### src/rtl/mmu_xlate_pkg.sv
package mmu_xlate_pkg;
  typedef enum logic [1:0] {
    RGN_NONE  = 2'd0,
    RGN_DATA  = 2'd1,
    RGN_STACK = 2'd2,
    RGN_TOP   = 2'd3
  } region_e;

  localparam int unsigned SEL_W     = 3;
  localparam int unsigned NUM_REGS  = 5;
  localparam int unsigned SEL_BOUND = 0;
  localparam int unsigned SEL_DATA  = 1;
  localparam int unsigned SEL_STACK = 2;
  localparam int unsigned SEL_PAGE  = 3;
  localparam int unsigned SEL_IOCTL = 4;
endpackage

### src/rtl/mmu_bank_regs.sv
module mmu_bank_regs
  import mmu_xlate_pkg::*;
#(
  parameter int unsigned BANK_W = 8
) (
  input  logic              clk_i,
  input  logic              rst_ni,
  input  logic              we_i,
  input  logic [SEL_W-1:0]  sel_i,
  input  logic [BANK_W-1:0] wdata_i,
  input  logic              ld_i,
  input  logic [BANK_W-1:0] ld_val_i,
  output logic [BANK_W-1:0] bound_o,
  output logic [BANK_W-1:0] data_o,
  output logic [BANK_W-1:0] stack_o,
  output logic [BANK_W-1:0] page_o,
  output logic [BANK_W-1:0] ioctl_o
);
  logic [BANK_W-1:0] q [NUM_REGS];

  for (genvar i = 0; i < NUM_REGS; i++) begin : g_reg
    if (i == SEL_PAGE) begin : g_page
      // far-transfer load wins over a register write
      always_ff @(posedge clk_i or negedge rst_ni) begin
        if (!rst_ni)                               q[i] <= '0;
        else if (ld_i)                             q[i] <= ld_val_i;
        else if (we_i && sel_i == SEL_W'(i))       q[i] <= wdata_i;
      end
    end else begin : g_plain
      always_ff @(posedge clk_i or negedge rst_ni) begin
        if (!rst_ni)                               q[i] <= '0;
        else if (we_i && sel_i == SEL_W'(i))       q[i] <= wdata_i;
      end
    end
  end

  assign bound_o = q[SEL_BOUND];
  assign data_o  = q[SEL_DATA];
  assign stack_o = q[SEL_STACK];
  assign page_o  = q[SEL_PAGE];
  assign ioctl_o = q[SEL_IOCTL];
endmodule

### src/rtl/mmu_region_dec.sv
module mmu_region_dec
  import mmu_xlate_pkg::*;
#(
  parameter int unsigned NIB_W   = 4,
  parameter logic [3:0]  TOP_NIB = 4'hE
) (
  input  logic [NIB_W-1:0] nib_i,
  input  logic [NIB_W-1:0] upper_i,
  input  logic [NIB_W-1:0] lower_i,
  output region_e          region_o
);
  always_comb begin
    if (nib_i >= NIB_W'(TOP_NIB))  region_o = RGN_TOP;
    else if (nib_i >= upper_i)     region_o = RGN_STACK;
    else if (nib_i >= lower_i)     region_o = RGN_DATA;
    else                           region_o = RGN_NONE;
  end
endmodule

### src/rtl/mmu_phys_add.sv
module mmu_phys_add #(
  parameter int unsigned LADDR_W = 16,
  parameter int unsigned PADDR_W = 20,
  parameter int unsigned BANK_W  = 8,
  parameter int unsigned SHIFT   = 12
) (
  input  logic [LADDR_W-1:0] laddr_i,
  input  logic [BANK_W-1:0]  bank_i,
  output logic [PADDR_W-1:0] phys_o
);
  localparam int unsigned OFF_W = BANK_W + SHIFT;
  logic [OFF_W-1:0] offset;

  assign offset = {bank_i, {SHIFT{1'b0}}};
  assign phys_o = PADDR_W'(laddr_i) + PADDR_W'(offset);
endmodule

### src/rtl/mmu_xlate.sv
module mmu_xlate
  import mmu_xlate_pkg::*;
#(
  parameter int unsigned LADDR_W  = 16,
  parameter int unsigned PADDR_W  = 20,
  parameter int unsigned BANK_W   = 8,
  parameter int unsigned SHIFT    = 12,
  parameter logic [3:0]  TOP_NIB  = 4'hE,
  parameter int unsigned IOWIDE_B = 7,
  parameter int unsigned IO_NARROW_W = 8
) (
  input  logic               clk_i,
  input  logic               rst_ni,
  input  logic               cfg_we_i,
  input  logic [SEL_W-1:0]   cfg_sel_i,
  input  logic [BANK_W-1:0]  cfg_wdata_i,
  input  logic               page_ld_i,
  input  logic [BANK_W-1:0]  page_val_i,
  input  logic [1:0]         io_mode_i,
  input  logic [LADDR_W-1:0] laddr_i,
  output logic [PADDR_W-1:0] phys_o,
  output logic [PADDR_W-1:0] phys_hi_o,
  output logic [1:0]         region_o
);
  localparam int unsigned NIB_W = LADDR_W - SHIFT;

  logic [BANK_W-1:0]  bound_q, data_q, stack_q, page_q, ioctl_q;
  logic [BANK_W-1:0]  bank_sel;
  logic [PADDR_W-1:0] mem_phys;
  logic [LADDR_W-1:0] io_addr;
  region_e            rgn;
  logic               mem_cyc;

  mmu_bank_regs #(.BANK_W(BANK_W)) u_regs (
    .clk_i    (clk_i),
    .rst_ni   (rst_ni),
    .we_i     (cfg_we_i),
    .sel_i    (cfg_sel_i),
    .wdata_i  (cfg_wdata_i),
    .ld_i     (page_ld_i),
    .ld_val_i (page_val_i),
    .bound_o  (bound_q),
    .data_o   (data_q),
    .stack_o  (stack_q),
    .page_o   (page_q),
    .ioctl_o  (ioctl_q)
  );

  mmu_region_dec #(.NIB_W(NIB_W), .TOP_NIB(TOP_NIB)) u_dec (
    .nib_i    (laddr_i[LADDR_W-1 -: NIB_W]),
    .upper_i  (bound_q[2*NIB_W-1 -: NIB_W]),
    .lower_i  (bound_q[NIB_W-1:0]),
    .region_o (rgn)
  );

  always_comb begin
    unique case (rgn)
      RGN_TOP:   bank_sel = page_q;
      RGN_STACK: bank_sel = stack_q;
      RGN_DATA:  bank_sel = data_q;
      default:   bank_sel = '0;
    endcase
  end

  mmu_phys_add #(
    .LADDR_W (LADDR_W), .PADDR_W (PADDR_W),
    .BANK_W  (BANK_W),  .SHIFT   (SHIFT)
  ) u_add (
    .laddr_i (laddr_i),
    .bank_i  (bank_sel),
    .phys_o  (mem_phys)
  );

  assign mem_cyc = (io_mode_i == 2'b00);

  // internal I/O decodes only the low byte unless the wide bit is set
  always_comb begin
    if (io_mode_i == 2'b01 && !ioctl_q[IOWIDE_B])
      io_addr = LADDR_W'(laddr_i[IO_NARROW_W-1:0]);
    else
      io_addr = laddr_i;
  end

  assign phys_o    = mem_cyc ? mem_phys : PADDR_W'(io_addr);
  assign phys_hi_o = phys_o + PADDR_W'(1);
  assign region_o  = mem_cyc ? rgn : RGN_NONE;
endmodule

### config.mk
export PLATFORM = sky130hd
export DESIGN_NAME = mmu_xlate
export DESIGN_NICKNAME = d
export VERILOG_FILES = /design/src/rtl/mmu_xlate_pkg.sv /design/src/rtl/mmu_bank_regs.sv /design/src/rtl/mmu_region_dec.sv /design/src/rtl/mmu_phys_add.sv /design/src/rtl/mmu_xlate.sv
export SDC_FILE = /design/constraint.sdc
export NUM_CORES = 1
export LEC_CHECK = 0
export CORE_ASPECT_RATIO = 1.2
export CORE_MARGIN = 2
export CORE_UTILIZATION = 33
export DETAILED_ROUTE_END_ITERATION = 8
export GPL_TIMING_DRIVEN = 0
export SYNTH_ARGS = -nofsm -noshare
export SYNTH_HDL_FRONTEND = slang
export SYNTH_SLANG_ARGS = --single-unit
### constraint.sdc
create_clock -name clk_i -period 4.9 [get_ports clk_i]
set_input_delay 0.98 -clock clk_i [delete_from_list [all_inputs] [get_ports clk_i]]
set_output_delay 0.98 -clock clk_i [all_outputs]
set_load 0.05 [all_outputs]
==> impl_results.md <==
- Seq pwr share: 26.8%
- Clock Skew: 0 ns
- First-pass GRT wire length: 11,770 um
- Syn_area_per_cell: 9.427 um^2
- DR vias: 2,488
- Crit path required time: 3.92 ns
- Syn nets: 330
- Worst Hold Class: reg -> reg
- CTS max path bufs: 2
- Fillers: 700
- Sw Ratio: 41.09%
- Logic pwr share: 56.5%
- Initial antenna violation count: 0
- Detailed placement HPWL: 5646 um
- Final slew viol count: 0
- Die width: 84.91 um
- Setup-failing EPs final: 10
- Clock sink total: 33
- Synth Register Bits: 33
- Post-synth cell types: 58
- Largest cells by area after synthesis: dfrtp_1 (32%), mux2_2 (8.3%), ha_1 (6.3%)
- Area Overhead vs Synth: 60.71%
- FP Rows: 35
- Status: finished, violations left
- Most frequent cells after synthesis: dfrtp_1 (33), nor2_1 (25), nand2_1 (23)
- Total track usage: 17.21%
- Relative slew slack: 48.63%
- Via/cell ratio: 5.130
- Final core occ: 54.37%
- CP max stage cell: a2111o_1
- Hold_buf cts: 0
- Area of the core: 7664 um^2
- CTS tree: done
- Largest net degree at the start of global routing: 34
- Worst-path fanout max: 7
- Clk pwr share: 16.7%
- Syn Std Cell Area: 2592 um^2
- Num ports: 83
- Grt ovf: 0
- Sw power: 546.6 uW
- Ys flop type: dfrtp_1
- Initial Util: 33.83%
- Iter 0 DRT Violations: 102
- Place WS: -2.148 ns
- Router iterations before antenna repair: 4
- Setup TNS: -3.809 ns
- Data arrival, critical path: 4.61 ns
- Final Hold Fails: 0
- Max Cap Viol: 0
- Post-route minimum period: 5.591 ns
- Element type at the critical path end: output port
- Final instance area: 4167 um^2
- Clock Root Buffer: clkbuf_8
- Die Span Y: 101.1 um
- EDFF count, synth: 0
- Vias in the first global route: 2,511
- CTS buffer count: 5
- VDD IR max: 238.1 uV
- Ys Warns: 0
- Synth top area share: 31.85%
- Worst Tran Pin Value: 0.7677 ns
- Reg area: 825.8 um^2
- CTS clock-pin slew for the worst setup and hold paths: 0.07 ns
- # DRC: 0
- Violated checks: negative setup slack
- Fin worst setup slack: -0.6909 ns
- Cells along the critical path: buf_6 > ha_1 > a2111o_1 > o211a_4 > a221oi_2 > nor2_1 > ha_2 > fa_2 > xnor2_2 > a211oi_4 > and4b_1 > and2_4 > o2111ai_4 > a211oi_4 > xor2_4 > buf_6
- DP Area: 3681 um^2
- Ant diodes: 0
- Routed WL: 7337 um
- Hold Slack: 0.5132 ns
- Crit start category: input port
- Layout cell share with drive strength beyond 1: 33.59%
- Area of the multi-input gates: 1886 um^2
- Final worst-path cycle share: 114.1%
- Max Clk Rate: 0.1789 GHz
- WL/cell: 15.13 um
- Cell internal pwr: 783.7 uW
- Sequential element share of the synthesized area: 31.85%
- Final ANT Viol Nets: 0
- Leakage: 0.001795 uW
- Critical Setup Path Class: in -> out
- RSZ-0062 raised after global routing: true
- P per Cell Area: 319.3 nW/um^2
- NumNets Final: 447
- Die footprint: 8584 um^2
- Most numerous cell in the Yosys netlist: dfrtp_1
- Area leader, netlist: dfrtp_1
- I/O Buffers: 82
- CTS H-tree lvls: 2
- Ys async rst share: 100.0%
- Max stage delay on crit path: 0.47 ns
- Post-Syn Instances: 275
- Clock Latency Late Sink: 0.28 ns
- RePlAce Congestion: 0.7735
cells by family (layout without fill, tap and decap cells):
group | count (synthesis) | in the layout | share of synthesized area [%]
DFF | 33 | 33 | 31.85
muxes | 28 | 28 | 11.87
and+or+nand+nor | 90 | 90 | 18.39
adders and majority gates | 14 | 14 | 7.047
buffers and inverters | 28 | 146 | 5.694
AOI/OAI and AO/OA | 62 | 62 | 18.39
xor gates and xnor gates | 20 | 20 | 6.757
worst paths after layout:
kind | endpoint | start | slack, ns | depth (start not counted)
hold reg to reg | u_regs.data_o[7] | u_regs.data_o[7] | 0.51 | 1
hold / removal | u_regs.data_o[7] | u_regs.data_o[7] | 0.51 | 1
min in group asynchronous | u_regs.stack_o[6] | rst_ni | 0.75 | 1
setup / recovery | phys_hi_o[19] | laddr_i[13] | -0.69 | 16
max in group asynchronous | u_regs.page_o[3] | rst_ni | 3.68 | 1
setup reg to reg | u_regs.data_o[4] | u_regs.data_o[4] | 4.05 | 1
power groups by stage:
stage / Clock (uW) / Sequential [uW] / Combinational (uW)
2_1_floorplan: 0 / 350 / 465
3_3_place_gp: 0 / 358 / 636
3_5_place_dp: 0 / 360 / 645
4_1_cts: 228 / 356 / 724
5_1_grt: 238 / 363 / 803
6_report: 222 / 356 / 752
stage by stage:
step	instances	total power, uW
global placement	449	994.2
floorplan	275	815.4
finish	485	1330
detailed placement	449	1005
global route	485	1405
CTS	474	1308
sequential cells by signal (all words and copies together), names as in the netlist:
signal          flops
u_regs.stack_o      8
u_regs.page_o       8
u_regs.data_o       8
u_regs.bound_o      8
u_regs.ioctl_o      1
routing by layer:
metal	global-route usage, %	vias up	share of wire, %
met5	0	-	0
met4	6.593	0	1.5
met3	2.457	8	5.3
met2	32.22	85	53
met1	19.63	1175	40
li1	-	1220	-
critical path: cells and delay by family:
family / cells / cell delay [ns]
xor gates and xnor gates: 2 / 0.33
adders and majority gates: 3 / 0.90
buffers and inverters: 2 / 0.29
and+or+nand+nor: 3 / 0.50
AOI/OAI and AO/OA: 6 / 1.59
layout make-up:
type / instances / share of cell area (%)
Buffer: 15 / 2.282
Clock buffer: 7 / 2.312
Clock inverter: 1 / 0.1201
Inverter: 12 / 1.502
Multi-Input combinational cell: 214 / 45.26
Sequential cell: 33 / 19.82
Tap cell: 92 / 2.763
Timing Repair Buffer: 111 / 25.95
repair_timing:
item,in CTS,in global routing
setup buffers,18,13
gates resized for setup,131,26
hold endpoints to repair,0,0
endpoints found under the setup margin,16,14
pin swaps,32,22
cell usage in the layout, fill, tap and decap left out, types with 9 or more instances in the layout:
| master | instances |
|---|---|
| buf_4 | 31 |
| nand3_1 | 11 |
| clkdlybuf4s50_1 | 62 |
| dfrtp_1 | 33 |
| nand2_1 | 22 |
| ha_1 | 10 |
| inv_1 | 9 |
| mux2_2 | 19 |
| nor2_1 | 21 |
| buf_6 | 16 |
| o21ai_0 | 18 |
No activity file was read; power rests on OpenSTA's default activity.
